## config.mk

```make
export PLATFORM = sky130hd
export DESIGN_NAME = cmpout_unit
export DESIGN_NICKNAME = d
export VERILOG_FILES = /design/src/rtl/cmpout_pkg.sv /design/src/rtl/cmpout_ctrl.sv /design/src/rtl/cmpout_datapath.sv /design/src/rtl/cmpout_unit.sv
export SDC_FILE = /design/constraint.sdc
export NUM_CORES = 1
export LEC_CHECK = 0
export BUFFER_PORTS_ARGS = -buffer_cell sky130_fd_sc_hd__buf_2
export CORE_AREA = 2 2 39 41
export CTS_BUF_LIST = sky130_fd_sc_hd__clkbuf_16
export DETAILED_ROUTE_END_ITERATION = 16
export DIE_AREA = 0 0 41 43
export SETUP_SLACK_MARGIN = 0.2
export SKIP_LAST_GASP = 1
export SLEW_MARGIN = 20
export SYNTH_ARGS = -nofsm -noshare
export SYNTH_HDL_FRONTEND = slang
export SYNTH_SLANG_ARGS = --single-unit
```

## constraint.sdc

```tcl
create_clock -name clk -period 1.4 [get_ports clk]
set_input_delay 0.14 -clock clk [delete_from_list [all_inputs] [get_ports clk]]
set_output_delay 0.14 -clock clk [all_outputs]
set_load 0.1 [all_outputs]
```

## src/rtl/cmpout_pkg.sv

```systemverilog
package cmpout_pkg;

  typedef enum logic [1:0] {
    MODE_KEEP   = 2'b00,
    MODE_TOGGLE = 2'b01,
    MODE_LOW    = 2'b10,
    MODE_HIGH   = 2'b11
  } pinMode_t;

  // Strobes passed from control to datapath
  typedef struct packed {
    logic applyPin;
    logic raiseIrq;
    logic reqClear;
  } cmpStrobes_t;

  function automatic logic nextPin(input logic cur, input logic [1:0] mode);
    case (pinMode_t'(mode))
      MODE_TOGGLE: nextPin = ~cur;
      MODE_LOW:    nextPin = 1'b0;
      MODE_HIGH:   nextPin = 1'b1;
      default:     nextPin = cur;
    endcase
  endfunction

endpackage

```

## src/rtl/cmpout_ctrl.sv

```systemverilog
module cmpout_ctrl
  import cmpout_pkg::*;
(
  input  logic        matchPulse,
  input  logic        forceStrobe,
  input  logic        pwmActive,
  input  logic        ctcActive,
  output cmpStrobes_t strobes
);

  logic realHit;
  logic forceHit;

  always_comb begin
    realHit  = matchPulse & ~pwmActive;
    forceHit = forceStrobe & ~pwmActive;
    // One pin action even when both sources coincide
    strobes.applyPin = realHit | forceHit;
    // Only a real match reaches the flag and the counter
    strobes.raiseIrq = realHit;
    strobes.reqClear = realHit & ctcActive;
  end

endmodule

```

## src/rtl/cmpout_datapath.sv

```systemverilog
module cmpout_datapath
  import cmpout_pkg::*;
#(
  parameter logic RESET_LEVEL = 1'b0
) (
  input  logic        clk,
  input  logic        rstN,
  input  cmpStrobes_t strobes,
  input  logic [1:0]  outMode,
  output logic        pinLevel,
  output logic        irqSetPulse,
  output logic        counterClear
);

  logic pinQ;
  logic irqQ;
  logic clrQ;
  logic pinD;

  always_comb begin
    pinD = pinQ;
    if (strobes.applyPin) pinD = nextPin(pinQ, outMode);
  end

  always_ff @(posedge clk or negedge rstN) begin
    if (!rstN) begin
      pinQ <= RESET_LEVEL;
      irqQ <= 1'b0;
      clrQ <= 1'b0;
    end else begin
      pinQ <= pinD;
      irqQ <= strobes.raiseIrq;
      clrQ <= strobes.reqClear;
    end
  end

  assign pinLevel     = pinQ;
  assign irqSetPulse  = irqQ;
  assign counterClear = clrQ;

  assert_toggle_R2: assert property (@(posedge clk) disable iff (!rstN)
    (strobes.applyPin && outMode == 2'b01) |=> (pinLevel != $past(pinLevel)));
  assert_drive_low_R2: assert property (@(posedge clk) disable iff (!rstN)
    (strobes.applyPin && outMode == 2'b10) |=> !pinLevel);
  assert_drive_high_R2: assert property (@(posedge clk) disable iff (!rstN)
    (strobes.applyPin && outMode == 2'b11) |=> pinLevel);
  assert_keep_R2: assert property (@(posedge clk) disable iff (!rstN)
    (outMode == 2'b00) |=> $stable(pinLevel));

endmodule

```

## src/rtl/cmpout_unit.sv

```systemverilog
module cmpout_unit
  import cmpout_pkg::*;
#(
  parameter logic RESET_LEVEL = 1'b0
) (
  input  logic       clk,
  input  logic       rstN,
  input  logic       matchPulse,
  input  logic [1:0] outMode,
  input  logic       pwmActive,
  input  logic       ctcActive,
  input  logic       forceStrobe,
  output logic       pinLevel,
  output logic       irqSetPulse,
  output logic       counterClear
);

  cmpStrobes_t strobes;

  cmpout_ctrl uCtrl (
    .matchPulse  (matchPulse),
    .forceStrobe (forceStrobe),
    .pwmActive   (pwmActive),
    .ctcActive   (ctcActive),
    .strobes     (strobes)
  );

  cmpout_datapath #(.RESET_LEVEL(RESET_LEVEL)) uData (
    .clk          (clk),
    .rstN         (rstN),
    .strobes      (strobes),
    .outMode      (outMode),
    .pinLevel     (pinLevel),
    .irqSetPulse  (irqSetPulse),
    .counterClear (counterClear)
  );

  assert_irq_on_match_R3: assert property (@(posedge clk) disable iff (!rstN)
    (matchPulse && !pwmActive) |=> irqSetPulse);
  assert_irq_needs_match_R3: assert property (@(posedge clk) disable iff (!rstN)
    $rose(irqSetPulse) |-> $past(matchPulse));
  assert_clear_on_ctc_R4: assert property (@(posedge clk) disable iff (!rstN)
    (matchPulse && ctcActive && !pwmActive) |=> counterClear);
  assert_force_no_irq_R6: assert property (@(posedge clk) disable iff (!rstN)
    (forceStrobe && !matchPulse) |=> !irqSetPulse);
  assert_force_no_clear_R7: assert property (@(posedge clk) disable iff (!rstN)
    (forceStrobe && !matchPulse) |=> !counterClear);
  assert_pwm_hold_R8: assert property (@(posedge clk) disable iff (!rstN)
    pwmActive |=> ($stable(pinLevel) && !irqSetPulse && !counterClear));
  assert_single_toggle_R9: assert property (@(posedge clk) disable iff (!rstN)
    (matchPulse && forceStrobe && !pwmActive && outMode == 2'b01)
      |=> (pinLevel != $past(pinLevel)));

endmodule

```

## Yosys cells after proc, flatten, opt, wreduce, memory -nomap -nowiden

Cells that the tools add are included.

- Register bits: 3
- Input bits: 8
- Output and inout bits: 3
- Word-level logic and storage cells: 15

- Eq/ne operators: 3
- Mux-type cells: 1
- Bitwise logic cells: 6
- Reduce and logical (&&, ||, !) cells: 2

Operators by type and width:

| operator | count |
|---|---|
| 2-bit equality test, second input constant | 2 |
| 1-bit AND | 3 |
| 1-bit case mux with 3 select lines | 1 |
| 3-bit nonzero test | 1 |
| 2-bit by 1-bit equality test with 1-bit output, second input constant | 1 |
| 1-bit inverter | 2 |
| 2-bit AND reduction | 1 |
| 1-bit bitwise OR | 1 |

## Logic depth before layout (Yosys ltp)

Gate-level depths: netlist of the first run.

- Depth in word-level cells: 4
- Mapped depth: 3
- Gate-level depth less buffers: 3

## Cells and area by module

Synthesis of the first run repeated with hierarchy kept, for this count alone.

- Cells, all modules: 10
- Area, all modules: 132.6 µm²

Modules (own cells, without submodules):

| module | instances | cells an instance | area an instance (µm²) | sequential area each (µm²) |
|---|---|---|---|---|
| cmpout_datapath | 1 | 6 | 96.3 | 75.1 |
| cmpout_ctrl | 1 | 4 | 36.3 | 0.0 |

## Worst setup path after synthesis of the first run

No wires, ideal clock.

- Path kind: reg-to-reg
- Start point: register uData.pinQ (netlist: uData.pinLevel)
- End point: register uData.pinQ (netlist: uData.pinLevel)
- Setup time: 0.128 ns
- Arrival: 1.219 ns
- Required time: 1.272 ns
- Setup slack: 0.052 ns
- Cell stages (with the launch flop): 4
- Path buffers: 0
- Clock period less this slack: 1.348 ns
- Cells stage by stage: dfrtp_1 inv_1 o21ai_0 o21ai_1

- Cells in the longest elaborated chain, start to end: 2

Ends and longest elaborated chain:

| element | RTL line | source |
|---|---|---|
| start, declared | cmpout_datapath.sv:15 | `logic pinQ;` |
| start signal, assigned | cmpout_datapath.sv:31 | `pinQ <= pinD;` |
| 1-bit inverter | cmpout_pkg.sv:19 | `MODE_TOGGLE: nextPin = ~cur;` |
| 1-bit case mux with 3 select lines | cmpout_pkg.sv:18 | `case (pinMode_t'(mode))` |

Every way passes these cells.
A chain may end at the register's enable or synchronous reset.

## Worst setup path in the final report of the first run

- Start point: register uData.pinQ (netlist: uData.pinLevel)
- End point: output port pinLevel

RTL lines:

| element | RTL line | source |
|---|---|---|
| end, declared | cmpout_unit.sv:13 | `output logic pinLevel,` |

No word-level cell between the ends.

==> results.yml, run 1 <==
synthesis:
  seq_area_frac_synth_pct: 63.8
  yosysUniqueCellTypes: 8
  yosysWarnings: 0
  syn_nets: 19
  syn_avg_cell_area_um2: 10.7
  ys_ff_latch: 3
  netlist_area_um2: 118
  syn_inst: 11
clock_network:
  cts_buffers: 3
  cts_tree: "yes"
  htree_num_levels: 1
  cts-root-buf: "clkbuf_16"
  cts_buffer_depth: 2
  cts_resized: 0
  clk_latency_ns: 0.22
  cts.sinks: 3
  post_cts_buffers: 0
  cts.clk_slew.worst_paths_ns: 0.03
final_layout:
  final_nets: 35
  final_util_pct: 20.1
  final_common_cell: "buf_2"
  area_delta_synth_final_pct: 136
  final_cell_area_um2: 278
  diodes: 0
  fin_cells: 42
  fillCellCount: 154
  final_cell_mix: "buf_2 (10), clkbuf_16 (3), inv_1 (2), o21ai_1 (2), dfrtp_1 (2)"
  layout-drive-gt1-share_pct: 53.8
drt:
  first_pass_iters: 1
  vias: 133
  drt-total-wl_um: 312
  drtAntennaViolNets: 0
  via_per_inst: 3.17
  routedWlPerCell_um: 7.43
  dr.first_iter.drc_count: 0
  drc: 0
global_routing:
  overflow: 0
  grt_max_degree: 4
  grt_pass1_vias: 136
  grt_first_pass_wirelength_um: 462
  grt_use_total_pct: 4.60
  grt_antenna_before_repair: 0
timing:
  rsz0062_at_grt: "false"
  max-slew-margin-rel_pct: 68.0
  fin_skew_ns: 0
  max_freq_mhz: 881
  hold_viol: 0
  final.period_utilization_pct: 81.0
  setup_tns_ns: 0
  setup_slack_ns: 0.265
  min_period_ns: 1.13
  tightest_slew_ns: 0.484
  hold_ws_ns: 0.0939
  slew_viol_final: 0
  setup_violations: 0
floorplan:
  rows: 14
  die-area_um2: 1760
  design.core.area_um2: 1380
  ios: 11
  die_h_um: 43
  start_util_pct: 8.50
  die-width_um: 41
worst_setup_path:
  path_class: "register to output port"
  timing.critical_path.buf_inv: 1
  cpMaxStageDelayCell: "buf_2"
  required_ns: 1.26
  path_cells: "buf_2"
  cp_max_fo: 3
  critPathCaptureType: "output port"
  start_kind: "register"
  cp_slowest_stage_delay_ns: 0.42
  crit_arrival_ns: 0.99
  crit_family: "buffers and inverters"
flow_run:
  maxCapViolations: 0
power:
  finalPower_mw: 0.630
  cellLeakagePower_nw: 0.143
  power.density_nw_per_um2: 2270
  max-vdd-ir-drop_uv: 402
place:
  post_dp_cell_area_um2: 189
  portBuffers: 10
  dp.cells: 37
  place_congestion: 0.491
  pre_cts_ws_ns: 0.492
min_path:
  min_path_type: "input port to register"
outcome:
  outcome: "finished clean"
## Yosys cell counts, drive strengths merged
cell type  n  share of area [%]
and2       1                5.3
o21ai      3                 13
nor2       1                3.2
o21bai     1                6.4
dfrtp      3                 64
inv        1                3.2
nor2b      1                5.3
## path summary, 6_finish.rpt
check                               start                 to  slack (ns)  depth (start not counted)
setup reg to reg           uData.pinLevel     uData.pinLevel        0.66                          3
hold / removal                  pwmActive  uData.irqSetPulse        0.09                          2
hold reg to reg            uData.pinLevel     uData.pinLevel        0.52                          2
max in group asynchronous            rstN     uData.pinLevel        1.04                          2
min in group asynchronous            rstN     uData.pinLevel        0.24                          2
setup / recovery           uData.pinLevel           pinLevel        0.27                          1
## metal layers
layer	global-route usage, %	vias to the layer above	part of all wire (%)
li1	-	65	-
met1	2.87	59	26
met2	6.88	7	55
met3	1.57	2	12
met4	8.00	0	5.4
met5	0	-	0
## cells by family (layout without fill, tap and decap cells)
| group | Yosys count | after routing | share of synthesized area [%] |
|---|---|---|---|
| buffers and inverters | 1 | 16 | 3.19 |
| AO/OA/AOI/OAI | 4 | 4 | 19.1 |
| flip-flops | 3 | 3 | 63.8 |
| AND/OR/NAND/NOR | 3 | 3 | 13.8 |
## state kept, by name (all words and copies together) (netlist names)
register	flops
uData.counterClear	1
uData.irqSetPulse	1
uData.pinLevel	1
## timing repair
item	CTS	global route
endpoints found under the hold margin	3	0
hold buffers	1	0
endpoints found under the setup margin	0	0
## cell type report
type                            count  area [µm²]  area share, %
Sequential cell                     3        76.3           27.5
Clock buffer                        3        75.1           27.0
Clock inverter                      1        3.75           1.35
Timing Repair Buffer               11        60.1           21.6
Inverter                            1        3.75           1.35
Multi-Input combinational cell      7        38.8           14.0
Tap cell                           16        20.0           7.21
## power by group
part	leakage, nW	internal [mW]	switching (mW)	total, mW
registers	0.0374	0.0955	0.00355	0.0990
logic	0.0634	0.0197	0.0684	0.0881
clock network	0.0423	0.368	0.0752	0.443
No activity file was read; power rests on OpenSTA's default activity.
==> inputs of run 2 (changes only) <==
==> constraint.sdc (replaced) <==
create_clock -name clk -period 1.09 [get_ports clk]
set_input_delay 0.109 -clock clk [delete_from_list [all_inputs] [get_ports clk]]
set_output_delay 0.109 -clock clk [all_outputs]
set_load 0.1 [all_outputs]
==> run 2 against run 1 <==
Via count up 0.75%. Final cell count up 2.4%. Global-route usage up 1.4 points. Wire length up 6.7%. Clock power up 28%. Final area up 21%. Critical path type unchanged. Largest cell class is now buffers. Largest power group unchanged.
==> results.yml, run 2 (synthesis gave the netlist of run 1 again) <==
worst_setup_path:
  critPathLaunch: "uData.pinLevel"
  path_cells: "buf_12"
  critPathCaptureType: "output port"
  cp_max_fo: 2
  cp_slowest_stage_delay_ns: 0.47
  crit_family: "flip-flops"
  r2r_cells: 4
  worstReg2RegStart: "uData.pinLevel"
  start_kind: "register"
  cpMaxStageDelayCell: "dfrtp_4"
  cp.depth: 1
  timing.critical_path.buf_inv: 1
  worstSetupEndpoint: "pinLevel"
  rrSetupSlack_ns: 0.18
  crit_arrival_ns: 0.87
  path_class: "register to output port"
  required_ns: 0.98
  r2r_end: "uData.pinLevel"
drt:
  dr.first_iter.drc_count: 2
  first_pass_iters: 4
  drt-total-wl_um: 333
  drtAntennaViolNets: 0
  via_per_inst: 3.12
  routedWlPerCell_um: 7.74
  drc: 0
  vias: 134
timing:
  fin_skew_ns: 0
  tightest_slew_ns: 0.177
  setup_tns_ns: 0
  final.period_utilization_pct: 89.8
  rsz0062_at_grt: "true"
  max-slew-margin-rel_pct: 88.2
  max_freq_mhz: 1020
  setup_violations: 0
  slew_viol_final: 0
  min_period_ns: 0.979
  hold_viol: 0
global_routing:
  grt_first_pass_wirelength_um: 572
  grt_antenna_before_repair: 0
  grt_max_degree: 4
  grt_use_total_pct: 6.02
  overflow: 0
  grt_pass1_vias: 156
clock_network:
  cts.clk_slew.worst_paths_ns: 0.03
  clk_latency_ns: 0.22
  cts_buffer_depth: 2
  cts_buffers: 3
  cts-root-buf: "clkbuf_16"
  cts.sinks: 3
  cts_resized: 0
  cts_tree: "yes"
  htree_num_levels: 1
floorplan:
  die-width_um: 41
  start_util_pct: 8.50
  die-area_um2: 1760
  rows: 14
  design.core.area_um2: 1380
  ios: 11
  die_h_um: 43
place:
  dp.cells: 37
  place_congestion: 0.496
  dp_hpwl_um: 252
  post_dp_cell_area_um2: 239
  portBuffers: 10
power:
  cellLeakagePower_nw: 0.157
  power.density_nw_per_um2: 2560
  max-vdd-ir-drop_uv: 548
outcome:
  outcome: "finished clean"
final_layout:
  layout-drive-gt1-share_pct: 63.0
  final_nets: 36
  diodes: 0
  area_delta_synth_final_pct: 185
  fin_cells: 43
  final_cell_area_um2: 335
  final_cell_mix: "buf_2 (7), o21ai_1 (3), clkbuf_16 (3), buf_12 (3)"
  final_util_pct: 24.2
  final_common_cell: "buf_2"
flow_run:
  maxCapViolations: 0
min_path:
  min_path_type: "input port to register"
-- run 2: changes by cell type in the layout (fill, tap and decap cells not counted), sizes merged --
cell,change
buf,+1
-- run 2: report_power, final --
group	switching, mW	total, mW	internal (mW)
logic	0.0915	0.154	0.0628
clock network	0.0950	0.567	0.472
registers	0.00892	0.135	0.126
total	0.195	0.857	0.662
-- run 2: stage by stage --
stage,total power [mW],setup WS (ns),hold WS [ns]
after detailed placement,0.281,0.294,-0.0909
after CTS,0.868,0.106,0.0549
after global placement,0.278,0.315,-0.0961
final,0.857,0.111,0.0570
after global routing,0.897,0.0952,0.0636
after floorplan,0.217,0.121,-0.187
-- run 2: how the worst min path moves through the flow --
stage / depth (start not counted) / to / from / slack, ns
6_report: 2 / uData.irqSetPulse / pwmActive / 0.06
5_1_grt: 2 / uData.irqSetPulse / pwmActive / 0.06
4_1_cts: 2 / uData.irqSetPulse / pwmActive / 0.05
3_5_place_dp: 1 / uData.pinLevel / rstN / -0.09
3_3_place_gp: 1 / uData.pinLevel / rstN / -0.1
2_1_floorplan: 0 / uData.counterClear / rstN / -0.19
-- run 2: layout make-up --
class                           count  area (µm²)
Fill cell                         144        1050
Timing Repair Buffer               12         113
Sequential cell                     3        81.3
Clock buffer                        3        75.1
Multi-Input combinational cell      7        38.8
Tap cell                           16        20.0
Clock inverter                      1        3.75
Inverter                            1        3.75
-- run 2: timing repair --
action,in CTS,in global routing
buffers inserted,1,0
hold endpoints to repair,3,0
gates cloned,0,0
hold buffers,1,0
endpoints found under the setup margin,3,4
-- run 2: layer usage --
metal | up-vias | GRT usage, % | part of all wire, %
met4 | 0 | 12.0 | 5.7
li1 | 68 | - | -
met2 | 8 | 8.13 | 59
met5 | - | 0 | 0
met3 | 2 | 1.57 | 6.6
met1 | 56 | 4.17 | 28
==> inputs of run 3 (changes only) <==
--- a/config.mk
+++ b/config.mk
@@ -5,6 +5,7 @@
 export SDC_FILE = /design/constraint.sdc
 export NUM_CORES = 1
 export LEC_CHECK = 0
+export ABC_CLOCK_PERIOD_IN_PS = 1090
 export BUFFER_PORTS_ARGS = -buffer_cell sky130_fd_sc_hd__buf_2
 export CORE_AREA = 2 2 39 41
 export CTS_BUF_LIST = sky130_fd_sc_hd__clkbuf_16
==> constraint.sdc (replaced) <==
create_clock -name clk -period 1.09 [get_ports clk]
set_input_delay 0.218 -clock clk [delete_from_list [all_inputs] [get_ports clk]]
set_output_delay 0.218 -clock clk [all_outputs]
set_load 0.1 [all_outputs]
==> run 3 against run 2 <==
Power rose by 0.38%. Hold slack gained 0.11 ns. Core utilization down 0.18 points. Critical path type unchanged.
==> results.yml, run 3 (synthesis gave the netlist of run 1 again) <==
outcome:
  outcome: "finished clean"
clock_network:
  cts_buffers: 3
  cts_tree: "yes"
  cts-root-buf: "clkbuf_16"
  htree_num_levels: 1
  cts.clk_slew.worst_paths_ns: 0.03
  cts_buffer_depth: 2
  cts.sinks: 3
  clk_latency_ns: 0.22
power:
  pwr-share-comb_pct: 17.9
  power.density_nw_per_um2: 2580
  pwr-share-seq_pct: 15.4
  finalPower_mw: 0.860
  max-vdd-ir-drop_uv: 473
  power_switching_share_pct: 23.4
  p_clk_share_pct: 66.7
  cellLeakagePower_nw: 0.157
  p_int_mw: 0.659
  switchingPower_mw: 0.201
global_routing:
  grt_use_total_pct: 4.91
  grt_max_degree: 4
  grt_first_pass_wirelength_um: 510
  overflow: 0
  grt_pass1_vias: 165
  grt_antenna_before_repair: 0
worst_setup_path:
  cp_slowest_stage_delay_ns: 0.41
  path_class: "register to output port"
  cp_max_fo: 2
  start_kind: "register"
  crit_arrival_ns: 0.80
  critPathCaptureType: "output port"
  required_ns: 0.87
  timing.critical_path.buf_inv: 1
  path_cells: "buf_12"
  crit_family: "flip-flops"
  cpMaxStageDelayCell: "dfrtp_2"
timing:
  setup_tns_ns: 0
  fin_skew_ns: 0
  tightest_slew_ns: 0.173
  setup_violations: 0
  slew_viol_final: 0
  hold_ws_ns: 0.164
  max_freq_mhz: 981
  hold_viol: 0
  final.period_utilization_pct: 93.5
  min_period_ns: 1.02
  max-slew-margin-rel_pct: 88.5
  rsz0062_at_grt: "true"
drt:
  dr.first_iter.drc_count: 0
  drc: 0
  routedWlPerCell_um: 7.67
  via_per_inst: 3.33
  drtAntennaViolNets: 0
  vias: 143
  first_pass_iters: 1
  drt-total-wl_um: 330
floorplan:
  rows: 14
  die_h_um: 43
  die-area_um2: 1760
  ios: 11
  design.core.area_um2: 1380
  start_util_pct: 8.50
  die-width_um: 41
place:
  place_congestion: 0.492
  portBuffers: 10
  post_dp_cell_area_um2: 236
  dp_hpwl_um: 273
final_layout:
  final_common_cell: "buf_2"
  final_cell_area_um2: 333
  diodes: 0
  area_delta_synth_final_pct: 183
  final_util_pct: 24.1
  fillCellCount: 147
  final_cell_mix: "buf_2 (7), o21ai_1 (3), clkbuf_16 (3), buf_12 (3), dfrtp_2 (3)"
  layout-drive-gt1-share_pct: 63.0
  final_nets: 36
flow_run:
  maxCapViolations: 0
min_path:
  min_path_type: "input port to register"
run 3: final timing paths:
| check | startpoint | endpoint | slack (ns) | depth (start not counted) |
|---|---|---|---|---|
| worst min register to register | uData.pinLevel | uData.pinLevel | 0.65 | 3 |
| max in group asynchronous | rstN | uData.pinLevel | 0.65 | 2 |
| min in group asynchronous | rstN | uData.irqSetPulse | 0.32 | 2 |
| worst min-delay path | pwmActive | uData.irqSetPulse | 0.16 | 2 |
| worst max-delay path | uData.pinLevel | pinLevel | 0.07 | 1 |
| worst max register to register | uData.pinLevel | uData.pinLevel | 0.25 | 4 |
run 3: routing by layer:
metal / track usage [%] / part of all wire (%)
met2: 8.75 / 61
met5: 0 / 0
met3: 1.57 / 8.2
met4: 8.00 / 5.2
met1: 1.92 / 25
run 3: worst reg2reg max path: stages (launching register included):
cell	delay, ns
dfrtp_2	0.41
buf_4	0.14
inv_1	0.04
o21ai_1	0.06
o21ai_1	0.11
run 3: timing repair:
| item | 4_1_cts | 5_1_grt |
|---|---|---|
| resized for setup | 0 | 1 |
| buffers inserted | 1 | 0 |
| pin swaps | 0 | 0 |
| endpoints found under the hold margin | 3 | 0 |
| hold buffers | 1 | 0 |
| endpoints found under the setup margin | 3 | 4 |
run 3: through the flow:
| step | setup WS (ns) | cells |
|---|---|---|
| floorplan | 0.0117 | 11 |
| global placement | 0.280 | 37 |
| detailed placement | 0.257 | 37 |
| CTS | 0.0668 | 43 |
| global route | 0.0614 | 43 |
| finish | 0.0704 | 43 |
run 3: power by group through the flow:
stage / combinational, mW / sequential (mW) / clock (mW)
4_1_cts: 0.155 / 0.133 / 0.579
3_3_place_gp: 0.140 / 0.135 / 0
5_1_grt: 0.163 / 0.133 / 0.581
3_5_place_dp: 0.142 / 0.136 / 0
2_1_floorplan: 0.0136 / 0.199 / 0
6_report: 0.154 / 0.132 / 0.574
run 3: final cells by class:
type / count / area (µm²) / share of cell area [%]
repair buffers: 12 / 113 / 33.8
flip-flops and latches: 3 / 78.8 / 23.7
clock buffers: 3 / 75.1 / 22.6
multi-input cells: 7 / 38.8 / 11.7
well taps: 16 / 20.0 / 6.02
clock inverters: 1 / 3.75 / 1.13
inverters: 1 / 3.75 / 1.13
